`src/rtl/panel_timing_pkg.sv`:
```
package panel_timing_pkg;

  function automatic int prof_h_total(input int p);
    case (p)
      0:       return 1056;
      1:       return 525;
      default: return 528;
    endcase
  endfunction

  function automatic int prof_h_bp(input int p);
    case (p)
      0:       return 216;
      1:       return 43;
      default: return 108;
    endcase
  endfunction

  function automatic int prof_h_fp(input int p);
    case (p)
      0:       return 40;
      1:       return 2;
      default: return 20;
    endcase
  endfunction

  function automatic int prof_v_total(input int p);
    case (p)
      0:       return 525;
      1:       return 286;
      default: return 262;
    endcase
  endfunction

  function automatic int prof_v_bp(input int p);
    case (p)
      0:       return 35;
      1:       return 12;
      default: return 20;
    endcase
  endfunction

  function automatic int prof_v_fp(input int p);
    case (p)
      0:       return 10;
      default: return 2;
    endcase
  endfunction

  // Active span test: position lies after the back porch and before the front porch.
  function automatic logic in_span(input int pos, input int bp, input int fp, input int total);
    return (pos >= bp) && (pos < total - fp);
  endfunction

endpackage

```
`src/rtl/pt_axis_counter.sv`:
```
module pt_axis_counter #(
  parameter int TOTAL = 8,
  parameter int W     = $clog2(TOTAL)
) (
  input  logic         clk,
  input  logic         rst_n,
  input  logic         step,
  output logic [W-1:0] cnt,
  output logic [W-1:0] nxt,
  output logic         last
);

  assign last = (cnt == W'(TOTAL - 1));

  always_comb begin
    nxt = cnt;
    if (step) nxt = last ? '0 : cnt + W'(1);
  end

  always_ff @(posedge clk) begin
    if (!rst_n) cnt <= '0;
    else        cnt <= nxt;
  end

  AST_CNT_RANGE: assert property (@(posedge clk) disable iff (!rst_n)
    int'(cnt) < TOTAL);

  AST_WRAP_TO_ZERO: assert property (@(posedge clk) disable iff (!rst_n)
    (step && last) |=> (cnt == '0));

  AST_HOLD_NO_STEP: assert property (@(posedge clk) disable iff (!rst_n)
    !step |=> $stable(cnt));

endmodule

```
`src/rtl/panel_timing_gen.sv`:
```
module panel_timing_gen
  import panel_timing_pkg::*;
#(
  parameter int PROFILE = 2,
  parameter int H_TOTAL = prof_h_total(PROFILE),
  parameter int H_BP    = prof_h_bp(PROFILE),
  parameter int H_FP    = prof_h_fp(PROFILE),
  parameter int V_TOTAL = prof_v_total(PROFILE),
  parameter int V_BP    = prof_v_bp(PROFILE),
  parameter int V_FP    = prof_v_fp(PROFILE),
  parameter int HW      = $clog2(H_TOTAL),
  parameter int VW      = $clog2(V_TOTAL)
) (
  input  logic          clk,
  input  logic          rst_n,
  output logic          hsync_n,
  output logic          vsync_n,
  output logic          de,
  output logic          pix_req,
  output logic          frame_start,
  output logic [HW-1:0] pix_x,
  output logic [VW-1:0] pix_y
);

  logic [HW-1:0] hc, hn;
  logic [VW-1:0] vc, vn;
  logic          h_last, v_last;

  // Event wires brought out for the assertions
  logic at_line_start, at_frame_line, cur_active, next_active;

  pt_axis_counter #(.TOTAL(H_TOTAL), .W(HW)) u_hcnt (
    .clk(clk), .rst_n(rst_n), .step(1'b1), .cnt(hc), .nxt(hn), .last(h_last));

  pt_axis_counter #(.TOTAL(V_TOTAL), .W(VW)) u_vcnt (
    .clk(clk), .rst_n(rst_n), .step(h_last), .cnt(vc), .nxt(vn), .last(v_last));

  assign at_line_start = (hc == '0);
  assign at_frame_line = (vc == '0);
  assign cur_active    = in_span(int'(hc), H_BP, H_FP, H_TOTAL) &&
                         in_span(int'(vc), V_BP, V_FP, V_TOTAL);
  assign next_active   = in_span(int'(hn), H_BP, H_FP, H_TOTAL) &&
                         in_span(int'(vn), V_BP, V_FP, V_TOTAL);

  always_ff @(posedge clk) begin
    if (!rst_n) begin
      hsync_n     <= 1'b1;
      vsync_n     <= 1'b1;
      de          <= 1'b0;
      pix_req     <= 1'b0;
      frame_start <= 1'b0;
      pix_x       <= '0;
      pix_y       <= '0;
    end else begin
      hsync_n     <= !at_line_start;
      vsync_n     <= !at_frame_line;
      de          <= cur_active;
      pix_req     <= next_active;
      frame_start <= at_line_start && at_frame_line;
      pix_x       <= cur_active ? hc - HW'(H_BP) : '0;
      pix_y       <= cur_active ? vc - VW'(V_BP) : '0;
    end
  end

  AST_HSYNC_ONE_CLK: assert property (@(posedge clk) disable iff (!rst_n)
    $fell(hsync_n) |=> hsync_n);

  AST_DE_OUTSIDE_SYNC: assert property (@(posedge clk) disable iff (!rst_n)
    de |-> (hsync_n && vsync_n));

  AST_REQ_LEADS_DE: assert property (@(posedge clk) disable iff (!rst_n)
    pix_req |=> de);

  AST_NO_REQ_NO_DE: assert property (@(posedge clk) disable iff (!rst_n)
    (!pix_req && !$isunknown(pix_req) && $past(rst_n)) |=> !de);

  AST_FSTART_AT_VSYNC: assert property (@(posedge clk) disable iff (!rst_n)
    frame_start |-> (!vsync_n && !hsync_n));

  AST_PIX_ZERO_IDLE: assert property (@(posedge clk) disable iff (!rst_n)
    !de |-> (pix_x == '0 && pix_y == '0));

  AST_LINE_ADVANCE: assert property (@(posedge clk) disable iff (!rst_n)
    !h_last |=> $stable(vc));

endmodule

```
`config.mk`:
```
export PLATFORM = sky130hd
export DESIGN_NAME = panel_timing_gen
export DESIGN_NICKNAME = d
export VERILOG_FILES = /design/src/rtl/panel_timing_pkg.sv /design/src/rtl/pt_axis_counter.sv /design/src/rtl/panel_timing_gen.sv
export SDC_FILE = /design/constraint.sdc
export NUM_CORES = 1
export LEC_CHECK = 0
export BUFFER_PORTS_ARGS = -buffer_cell sky130_fd_sc_hd__buf_2
export CAP_MARGIN = 0
export CORE_MARGIN = 2
export CORE_UTILIZATION = 40
export CTS_CLUSTER_SIZE = 24
export DETAILED_ROUTE_END_ITERATION = 10
export PLACE_DENSITY_LB_ADDON = 0.3
export SLEW_MARGIN = 20
export SYNTH_ARGS = -nofsm -noshare
export SYNTH_HDL_FRONTEND = slang
export SYNTH_SLANG_ARGS = --single-unit
```
`constraint.sdc`:
```
create_clock -name clk -period 3.2 [get_ports clk]
set_input_delay 0.96 -clock clk [delete_from_list [all_inputs] [get_ports clk]]
set_output_delay 0.96 -clock clk [all_outputs]
set_load 0.02 [all_outputs]
```
# Word level (Yosys, flattened, before mapping)
# Cells that the tools add are included.
# classes
n_mux,3
n_shift,0
n_reduce_logical,12
order_cmp,8
bitwise,0
div_mod_pow,0
n_addsub,4
mul,0
n_eq_ne,2
# op_table
cell,n
greater-or-equal comparator 10 x 7 -> 1 bit (second input constant),2
less-than comparator 10 x 9 -> 1 bit (second input constant),2
greater-or-equal comparator 9 x 5 -> 1 bit (second input constant),2
less-than comparator 9 bit (second input constant),2
two-way mux 9 bit,2
adder 10 x 1 -> 10 bit (second input constant),1
equality test 10 bit (second input constant),1
zero test 10 bit,1
two-way mux 10 bit,1
subtractor 10 x 7 -> 10 bit (second input constant),1
adder 9 x 1 -> 9 bit (second input constant),1
equality test 9 bit (second input constant),1
zero test 9 bit,1
subtractor 9 x 5 -> 9 bit (second input constant),1
logical AND 1 bit,7
zero test 1 bit,2
AND reduction 2 bit,1
# totals
output_inout_bits,24
latch_bits,0
ramBits,0
mem_count,0
elab_cells,38
in_bits,2
register_bits,43
romBits,0

# Longest topological paths before layout
# depth
word_depth,6
ltp_mapped,10
mapped_depth_nobuf,8

# By module
# From an unflattened synthesis, not the netlist that was laid out.
# unflattened
cells_unflattened,246
hier_area_um2,2245.9
# by_module_without_submodules
mod,instances,cells_per_inst,seq_area_each_um2,area_per_inst_um2
panel_timing_gen,1,115,480.5,1163.6
pt_axis_counter at u_hcnt,1,68,200.2,571.8
pt_axis_counter at u_vcnt,1,63,180.2,510.5

# Least setup slack after synthesis
# No wires, ideal clock.
# synth_timing
kind,reg2reg
from,register u_hcnt.cnt[2]
to,register pix_req
arrival_time_ps,2142
n_path_buf,0
synth_period_minus_slack_ps,2246
required_time_ps,3097
slack_ps,954
setup_time_ps,103
stages_incl_launch_ff,8
cell_sequence,dfxtp_1 > ha_1 > and4bb_4 > nand4_4 > a2111oi_4 > o211ai_1 > or3_1 > a2111oi_2
# synth_between
elab_chain_len,5
elab_cells_between_ends,11
cone_classes,add/sub: 1; order compare: 4; eq/ne: 1; mux: 2; reduce/logical: 3
# synth_rtl
item,line,rtl
"start, declared",pt_axis_counter.sv:8,"output logic [W-1:0] cnt,"
"start signal, assigned",pt_axis_counter.sv:22,else cnt <= nxt;
adder 10 x 1 -> 10 bit / equality test 10 bit (equally long branches),"pt_axis_counter.sv:17, pt_axis_counter.sv:13",
two-way mux 10 bit / two-way mux 9 bit (equally long branches),pt_axis_counter.sv:17,if (step) nxt = last ? '0 : cnt + W'(1);
greater-or-equal comparator 10 x 7 -> 1 bit (tied with other cells),panel_timing_pkg.sv:52,return (pos >= bp) && (pos < total - fp);
logical AND 1 bit,panel_timing_pkg.sv:52,
logical AND 1 bit (*),panel_timing_gen.sv:42,"assign next_active = in_span(int'(hn), H_BP, H_FP, H_TOTAL) &&"
"end signal, assigned",panel_timing_gen.sv:58,pix_req <= next_active;
"end, declared",panel_timing_gen.sv:19,"output logic pix_req,"
# Every way passes the cells marked *; elsewhere a longest branch is shown, timed or not.
# A chain may end at the register's enable or synchronous reset.

# Worst setup path after layout
# layout_timing
from,register u_hcnt.cnt[0]
to,register pix_req
# The elaborated chain is that of the path after synthesis.

==> results.txt <==
Psw -> 0.1973 mW
vias in the first global route -> 1,541
cell family with the largest share of critical-path delay -> simple AND/OR/NAND/NOR gates
ys flop type -> dfxtp_1
total grt overflow -> 0
endpoints failing setup -> 0
Die Span Y -> 77.61 µm
count leader, synth -> dfxtp_1
final worst path period share -> 80.38%
Critical Path Source Type -> flip-flop
Cell Rows -> 26
slowest CP cell -> dfxtp_1
EDFF count, synth -> 0
worst-margin pin slew -> 659.9 ps
initial antenna violation count -> 0
logic gate share of total power -> 3.2%
GPL Wtd Cong -> 0.8896
Final Hold Fails -> 0
CP Class -> reg2reg
CP required -> 3380 ps
crit path cell chain -> ha_1 > and4bb_4 > nand3_2 > nor3_2 > xnor2_1 > or3_1 > a2111oi_2
Starting Density -> 41.90%
max_slew headroom -> 55.60%
minimum clock period after layout -> 2572 ps
Detail Route Antenna Nets -> 0
Pleak -> 1.031 nW
cts repair resizes -> 0
Synth Net Count -> 265
CTS tree -> built
Cell variety after synth -> 44
Port Buffers -> 25
Die Wd -> 77.61 µm
Setup Fix Bufs, Post-CTS -> 0
Cells after Synth -> 252
Worst EP arrival -> 2750 ps
yosys warns -> 0
share of cells above drive strength 1 -> 15.56%
syn_area_per_cell -> 8.600 µm²
Clock Path Buffers -> 2
H-Tree Level Count -> 2
slowest cell delay on critical path -> 420 ps
max-slew violations -> 0
# clock sinks -> 43
n_diodes -> 0
Cell Area, Synth -> 2167 µm²
worst hold path class -> reg2reg
Clock Power Share -> 39.0%
switch share -> 20.86%
CP max FO -> 11
status -> completed
Nets -> 282
dominant cell type by area after synthesis -> dfxtp_1
Int Pwr -> 0.7485 mW
Max-Cap Viols -> 0
Die ar. -> 6023 µm²
cts hold-fix bufs -> 0
Final Util -> 46.64%
post-synth top area share -> 39.72%
RSZ-0062 raised after global routing -> false
P&R area growth vs syn -> 11.32%
I/O pin cnt -> 26
total track usage -> 15.22%
drt via density -> 4.997
largest net degree at the start of global routing -> 20
CP endpoint kind -> flip-flop
Fmax -> 388.8 MHz
worst-skew pair later-pin latency -> 290 ps
post-DP HPWL -> 3.066 mm
Starting DRT DRC Count -> 164
Synth async-reset ratio -> 0%
Routed WL -> 4.268 mm
sequential share of the synthesized area -> 39.72%
crit path buf inv count -> 0
core area -> 5172 µm²
pwr dens -> 392.1 nW/µm²
CTS Buf Count -> 5
routed len/inst -> 12.55 µm
DRC -> 0
maximum vdd drop -> 0.0003484 V
largest cells by area after synthesis -> dfxtp_1, nor2_1, ha_1
Final Power -> 0.9458 mW
clock root buffer -> clkbuf_8
global-route wire length before repair -> 7.369 mm
Vias -> 1,699
Fin Setup TNS -> 0 ps
Pre-antenna DRT Iters -> 4
clk_skew -> 3.434 ps
sequential power share -> 57.8%
Worst-path clk slew -> 80 ps
Synth Register Bits -> 43
hold_ws -> 497.9 ps
synth cell count leaders -> dfxtp_1, nor2_1, nand2_1
## power groups by stage
stage	clock [mW]	sequential [mW]	combinational [mW]
5_1_grt	0.407	0.548	0.0342
6_report	0.369	0.547	0.0304
3_5_place_dp	0	0.559	0.0302
3_3_place_gp	0	0.559	0.0299
2_1_floorplan	0	0.562	0.0175
4_1_cts	0.382	0.547	0.0306
## flip-flops by register name, summed over array words and instances, names as in the netlist
signal,cells
de,1
frame_start,1
u_vcnt.cnt,9
pix_x,10
vsync_n,1
u_hcnt.cnt,10
pix_y,9
pix_req,1
hsync_n,1
## per-layer routing
layer | GRT usage [%] | wire length (µm)
met5 | 0 | 0
met4 | 4.286 | 44
met3 | 2.907 | 222
met2 | 22.76 | 1775
met1 | 22.18 | 2227
## metrics by stage
step                      setup WS (ps)  cells  area [µm²]
after global placement            779.3    332        2312
after detailed placement          653.8    332        2312
after floorplan                   954.5    252        2167
final                             627.9    340        2412
after CTS                         634.3    340        2412
after global routing              371.6    340        2412
## cell type report
cell class                      instances  area, µm²
Sequential cell                        43      860.8
Clock buffer                            8      100.1
Timing Repair Buffer                   25      125.1
Multi-Input combinational cell        181       1190
Inverter                               13      48.80
Tap cell                               70      87.58
Fill cell                             526       2760
## worst paths after layout
| path | start | end | slack [ps] | cells past startpoint |
|---|---|---|---|---|
| max | u_hcnt.cnt[0]$_SDFF_PN0_ | pix_req$_SDFF_PN0_ | 630 | 7 |
| min | u_hcnt.cnt[0]$_SDFF_PN0_ | u_hcnt.cnt[0]$_SDFF_PN0_ | 500 | 1 |
| max reg2reg | u_hcnt.cnt[0]$_SDFF_PN0_ | pix_req$_SDFF_PN0_ | 630 | 7 |
| min reg2reg | u_hcnt.cnt[0]$_SDFF_PN0_ | u_hcnt.cnt[0]$_SDFF_PN0_ | 500 | 1 |
## cell families (layout without fill, tap and decap cells)
| kind of cell | count (synthesis) | count (layout) | synth area share [%] |
|---|---|---|---|
| fa+ha+maj | 11 | 11 | 6.351 |
| simple gates | 109 | 109 | 25.92 |
| xor+xnor | 27 | 27 | 10.91 |
| flops | 43 | 43 | 39.72 |
| buf+inv | 28 | 46 | 5.369 |
| compound gates | 33 | 33 | 11.20 |
| mux | 1 | 1 | 0.5196 |
## cells in the final DEF, fill, tap and decap left out, types with 2 or more instances in the layout
master	count
a21boi_0	2
a21o_1	3
a21oi_1	7
and2_1	8
and4_1	2
buf_2	25
clkbuf_8	7
dfxtp_1	43
ha_1	11
inv_1	13
nand2_1	22
nand3_1	7
nand4_1	7
nor2_1	40
nor3_1	6
nor3b_1	2
nor4_1	3
o211ai_1	3
o21ai_0	8
or2_2	2
or3_1	2
xnor2_1	14
xor2_1	13
Power figures use the tool's default switching activity.
